File: config.mk
export PLATFORM = sky130hd
export DESIGN_NAME = spi_wake_slave
export DESIGN_NICKNAME = d
export VERILOG_FILES = /design/src/rtl/spi_wake_slave.sv
export SDC_FILE = /design/constraint.sdc
export NUM_CORES = 1
export LEC_CHECK = 0
export ABC_CLOCK_PERIOD_IN_PS = 3030
export BUFFER_PORTS_ARGS = -buffer_cell sky130_fd_sc_hd__buf_4
export CAP_MARGIN = 20
export CELL_PAD_IN_SITES_DETAIL_PLACEMENT = 0
export CELL_PAD_IN_SITES_GLOBAL_PLACEMENT = 1
export CORE_UTILIZATION = 30
export CTS_BUF_LIST = sky130_fd_sc_hd__clkbuf_8
export CTS_CLUSTER_SIZE = 30
export DETAILED_ROUTE_END_ITERATION = 12
export PLACE_DENSITY_LB_ADDON = 0.1
export SLEW_MARGIN = 20
export SYNTH_ARGS = -nofsm -noshare
export SYNTH_HDL_FRONTEND = slang
export SYNTH_SLANG_ARGS = --single-unit
File: constraint.sdc
create_clock -name clk -period 3.03 [get_ports clk]
set_input_delay 0.303 -clock clk [delete_from_list [all_inputs] [get_ports clk]]
set_output_delay 0.303 -clock clk [all_outputs]
set_load 0.01 [all_outputs]
File: src/rtl/spi_wake_slave.sv
module spi_wake_slave #(
  parameter int W = 8,
  parameter int S = 2
) (
  input  logic         clk,
  input  logic         rst_n,
  input  logic         sclk,
  input  logic         mosi,
  input  logic         ss_n,
  input  logic         cfg_slave_en,
  input  logic         cfg_master,
  input  logic         cfg_ss_soft_sel,
  input  logic         cfg_ss_level,
  input  logic         cfg_irq_en,
  input  logic         irq_mask,
  input  logic         rd_status,
  input  logic         rd_data,
  input  logic         wr_ctrl,
  input  logic         pwr_wait,
  input  logic         pwr_halt,
  output logic [W-1:0] rx_data,
  output logic         flag_done,
  output logic         flag_ovr,
  output logic         flag_mf,
  output logic         irq,
  output logic         wake,
  output logic         recovering
);
  localparam int CW = (W > 2) ? $clog2(W) : 1;

  logic [S:0]    sclk_p;
  logic [S-1:0]  mosi_p, ss_p;
  logic [W-1:0]  sh;
  logic [CW-1:0] cnt;
  logic          arm_rx, arm_mf, halt_q, halt_ok;

  wire ss_pin    = ss_p[S-1];
  wire ss_eff    = cfg_ss_soft_sel ? cfg_ss_level : ss_pin;
  wire rx_active = cfg_slave_en & ~cfg_master & ~ss_eff;
  wire sclk_rise = sclk_p[S-1] & ~sclk_p[S];
  wire last_bit  = (cnt == CW'(W-1));
  wire byte_end  = rx_active & sclk_rise & last_bit;
  wire [W-1:0] next_word = {sh[W-2:0], mosi_p[S-1]};
  wire accept    = byte_end & ~recovering;
  wire clr_rx    = rd_data & arm_rx;
  wire set_done  = accept & (~flag_done | clr_rx);
  wire set_ovr   = accept & flag_done & ~clr_rx;
  wire set_mf    = cfg_master & ~ss_pin;
  wire gate      = cfg_irq_en & ~irq_mask;
  wire halt_in   = pwr_halt & ~halt_q;
  wire halt_out  = ~pwr_halt & halt_q;

  assign irq  = gate & (flag_done | flag_ovr | flag_mf);
  assign wake = (pwr_wait & irq) | (pwr_halt & halt_ok & gate & flag_done);

  always_ff @(posedge clk or negedge rst_n)
    if (!rst_n) begin
      sclk_p <= '0;
      mosi_p <= '0;
      ss_p   <= '1;
    end else begin
      sclk_p <= {sclk_p[S-1:0], sclk};
      mosi_p <= {mosi_p[S-2:0], mosi};
      ss_p   <= {ss_p[S-2:0], ss_n};
    end

  always_ff @(posedge clk or negedge rst_n)
    if (!rst_n) begin
      cnt <= '0;
      sh  <= '0;
    end else if (!rx_active) begin
      cnt <= '0;
    end else if (sclk_rise) begin
      cnt <= last_bit ? '0 : cnt + 1'b1;
      sh  <= next_word;
    end

  always_ff @(posedge clk or negedge rst_n)
    if (!rst_n) begin
      rx_data   <= '0;
      flag_done <= 1'b0;
      flag_ovr  <= 1'b0;
      arm_rx    <= 1'b0;
    end else begin
      if (set_done) begin
        rx_data   <= next_word;
        flag_done <= 1'b1;
      end else if (clr_rx) begin
        flag_done <= 1'b0;
      end
      if (set_ovr)     flag_ovr <= 1'b1;
      else if (clr_rx) flag_ovr <= 1'b0;
      if (rd_status && (flag_done || flag_ovr)) arm_rx <= 1'b1;
      else if (rd_data)                         arm_rx <= 1'b0;
    end

  always_ff @(posedge clk or negedge rst_n)
    if (!rst_n) begin
      flag_mf <= 1'b0;
      arm_mf  <= 1'b0;
    end else begin
      if (set_mf) flag_mf <= 1'b1;
      else if (wr_ctrl && arm_mf) flag_mf <= 1'b0;
      if (rd_status && flag_mf) arm_mf <= 1'b1;
      else if (wr_ctrl)         arm_mf <= 1'b0;
    end

  always_ff @(posedge clk or negedge rst_n)
    if (!rst_n) begin
      halt_q     <= 1'b0;
      halt_ok    <= 1'b0;
      recovering <= 1'b0;
    end else begin
      halt_q <= pwr_halt;
      if (halt_in) halt_ok <= ~ss_eff;
      if (!cfg_slave_en)  recovering <= 1'b0;
      else if (halt_out)  recovering <= 1'b1;
      else if (byte_end)  recovering <= 1'b0;
    end
endmodule


### Yosys cells after proc, flatten, opt, wreduce, memory -nomap -nowiden

Cells that the tools add are included.

| storage, ports and cells | value |
|---|---|
| bits in registers | 33 |
| input bits | 16 |
| output and inout bits | 14 |
| logic and storage cells | 77 |

| cells by class | value |
|---|---|
| add/sub/neg operators | 1 |
| equality and inequality tests | 3 |
| mux-type cells | 16 |
| bitwise logic cells | 33 |
| reduce and logical (&&, ||, !) cells | 10 |

Operators with widths:

| cell | number |
|---|---|
| $and 1x1->1 | 19 |
| $mux 1 | 13 |
| $not 1->1 | 10 |
| $reduce_bool 2->1 | 5 |
| $mux 3 | 3 |
| $or 1x1->1 | 4 |
| $add 3x1->3 const B | 1 |
| $eq 3x3->1 const B | 1 |
| $logic_and 1x1->1 | 3 |
| $ne 3x1->1 const B | 1 |
| $ne 2x1->1 const B | 1 |
| $reduce_and 2->1 | 1 |
| $logic_or 1x1->1 | 1 |

### Longest topological paths before layout

| logic depth | value |
|---|---|
| depth after elaboration | 9 |
| depth in mapped cells | 5 |
| gate-level depth less buffers | 5 |

### Worst setup path after synthesis

No wires, ideal clock.

| timing | value |
|---|---|
| kind | reg-to-reg |
| start | reg cnt[0] |
| end | reg rx_data[0] |
| library setup time | 0.125 ns |
| data arrival time | 1.470 ns |
| required time | 2.905 ns |
| slack | 1.436 ns |
| cell stages (with the launch flop) | 6 |
| path buffers | 0 |
| period minus slack after synthesis | 1.594 ns |
| path through | dfrtp_1 > ha_1 > ha_1 > nand2b_1 > nor3b_4 > mux2_2 |

| on the way | value |
|---|---|
| cells in the longest elaborated chain, start to end | 4 |

Ends and longest elaborated chain:

| what | RTL line | RTL |
|---|---|---|
| from (decl) | 34 | `logic [CW-1:0] cnt;` |
| from (signal assigned) | 74 | `cnt <= last_bit ? '0 : cnt + 1'b1;` |
| $eq 3x3->1 | 41 | `wire last_bit = (cnt == CW'(W-1));` |
| $and 1x1->1 | 42 | `wire byte_end = rx_active & sclk_rise & last_bit;` |
| $and 1x1->1 | 44 | `wire accept = byte_end & ~recovering;` |
| $and 1x1->1 | 46 | `wire set_done = accept & (~flag_done \| clr_rx);` |
| to (signal assigned) | 86 | `rx_data <= next_word;` |
| to (decl) | 21 | `output logic [W-1:0] rx_data,` |

No other way between the ends.
A chain may end at the register's enable or synchronous reset.

### Worst setup path after layout

Ends and elaborated chain as after synthesis.

==> results.yml <==
outcome:
  run_status: "finished, final reports clean"
floorplan:
  die-area_um2: 4490
  die_h_um: 67
  boundaryPins: 30
  die_x_um: 67
  row_count: 23
  coreArea_um2: 4030
  initial_utilization: 0.315
timing:
  finalSetupViolations: 0
  max_slew_margin: 0.708
  fmax_mhz: 547
  maxSlewViolCount: 0
  clock_skew_ps: 5.22
  hold_slack_ps: 135
  period_share: 0.603
  finalCriticalPeriod_ps: 1830
  rsz0062_at_grt: "false"
  hold_viol: 0
  tns_ps: 0
  timing.final.ws_setup_ps: 1200
  tightest_slew_ps: 438
drt:
  vias: 795
  drc: 0
  drtPass1Iterations: 4
  routed_wl_mm: 2.16
  ant_nets: 0
  viasPerCell: 4.42
  wl_per_cell_um: 12.0
  drt-initial-drc-count: 32
setup_path:
  crit_path_start_kind: "register"
  required_ps: 3190
  critical_path_class: "reg2reg"
  cp.arrival_ps: 1980
  cp_slowest_cell: "nor3b_4"
  rr_startpoint: "cnt[0]"
  slowest_delay_ps: 430
  crit_path_end_kind: "register"
  cp_cell_sequence: "ha_1 -> ha_1 -> nand2b_1 -> nor3b_4 -> mux2_2"
  crit_top_cell: "ha_1"
  regToRegEndpoint: "rx_data[0]"
  rrSetupSlack_ps: 1200
  cp_top_family: "simple AND/OR/NAND/NOR gates"
  path_max_fanout: 8
  r2r_cells: 5
  crit_buf_inv: 0
placement:
  dpl.hpwl_mm: 1.62
  pre_cts_slack_ps: 1100
  io_buffers: 29
  place_area_um2: 1550
  gp_congestion: 0.707
logic_synthesis:
  ys_seq_elements: 33
  syn-num-nets: 111
  ys_seq_area_frac: 0.654
  syn_area_um2: 1270
  synth_warnings: 0
  syn_area_per_cell_um2: 13.6
  syn_inst: 93
  synth_cell_types: 19
global_route:
  grt_util_all_layers: 0.117
  grt_first_pass_wirelength_mm: 3.73
  gr-total-overflow: 0
  grt_max_degree: 34
  antenna_found_initial: 0
  first_global_vias: 837
cts:
  cts_root_buffer: "clkbuf_8"
  clockBufferDepth: 2
  path_clk_slew_ps: 60
  clock_sinks: 33
  cts_buffers: 5
  ctsHtreeMaxLevel: 2
  cts_setup_buffers: 0
  cts_resized: 0
  cts_hold_buffers: 1
  cts_tree: "yes"
  clk_latency_ps: 270
final_layout:
  drive_above_1_share: 0.423
  final_nets: 148
  syn_to_final_growth_pct: 29.9
  antennaDiodeCount: 0
  fin_area_um2: 1650
worst_hold_path:
  holdPathEnd: "sclk_p[0]"
  whs_path_depth: 1
  hp-start: "sclk"
  min_path_type: "in2reg"
power_and_ir_drop:
  p_leak_uw: 0.000822
  peakVddDrop_uv: 349
  powerDensity_nw_per_um2: 526
flow_run:
  maxCapViolations: 0
==> metal layers <==
metal / global-route usage / vias to the layer above / wire [um]
li1: - / 394 / -
met1: 0.132 / 378 / 961
met2: 0.188 / 19 / 1050
met3: 0.0582 / 4 / 116
met4: 0.0479 / 0 / 29
met5: 0 / - / 0
==> worst register-to-register path: cells and delay by family (launching register included) <==
kind	cells	cell delay [ps]
muxes	1	390
DFF	1	370
and+or+nand+nor	2	580
adders and majority gates	2	380
==> worst max path at each step <==
stage | end | from | cells past startpoint
after floorplan | rx_data[0] | cnt[0] | 5
after global placement | rx_data[0] | cfg_ss_soft_sel | 6
after detailed placement | rx_data[0] | cfg_ss_soft_sel | 6
after CTS | rx_data[0] | cnt[0] | 5
after global routing | rx_data[3] | ss_p[1] | 5
final | rx_data[0] | cnt[0] | 5
==> layout make-up <==
type                    instances  area [um^2]
flip-flops and latches         33          828
inverters                       5         18.8
clock buffers                   6         82.6
well taps                      50         62.6
fillers                       404         2380
repair buffers                 31          235
clock inverters                 1         3.75
multi-input cells              54          415
==> sequential cells by signal, summed over array words and instances, names as in the netlist <==
signal,count
flag_ovr,1
flag_done,1
recovering,1
sclk_p,3
arm_rx,1
flag_mf,1
arm_mf,1
rx_data,8
ss_p,2
halt_ok,1
mosi_p,2
cnt,3
sh,7
halt_q,1
==> Yosys cell counts <==
library cell,instances,area [um^2]
nand2_1,6,22.5
nor3b_4,1,18.8
a21oi_1,1,5.00
nand3_1,2,10.0
nand4_1,1,6.26
nor2_1,4,15.0
inv_1,5,18.8
mux2_2,16,180
nor2b_1,2,12.5
dfrtp_1,31,776
nand2b_1,4,25.0
dfstp_2,2,52.6
mux2i_1,3,30.0
nor3_1,3,15.0
buf_2,1,5.00
a21boi_0,1,7.51
o21a_1,1,7.51
o21ai_0,7,35.0
ha_1,2,25.0
==> cell families after synthesis <==
family,Yosys count,share of synthesized area
DFF,33,0.654
buffers and inverters,6,0.0188
adders and majority gates,2,0.0197
and+or+nand+nor,23,0.0987
AOI/OAI and AO/OA,10,0.0434
muxes,19,0.166
==> cells in the final DEF, fill, tap and decap left out, types with 3 or more instances in the layout <==
master / count
nor2_1: 4
dfrtp_1: 31
mux2_2: 16
mux2i_1: 3
nand2_1: 6
buf_4: 30
nand2b_1: 4
nor3_1: 3
clkbuf_8: 6
inv_1: 6
o21ai_0: 7
==> per-stage QoR <==
stage,instances,utilization,power [uW]
after floorplan,93,-,516
after global placement,172,0.385,556
after detailed placement,172,0.385,559
after CTS,180,0.409,885
after global routing,180,0.409,913
final,180,0.409,867
==> power by group <==
part / switching [uW] / total, uW / internal, uW / leakage, uW
Combinational: 29.0 / 66.4 / 37.4 / 0.000344
Clock: 141 / 318 / 177 / 0.0000485
Sequential: 15.6 / 483 / 467 / 0.000429
Total: 186 / 867 / 681 / 0.000822
(Power assumes the default switching activity.)
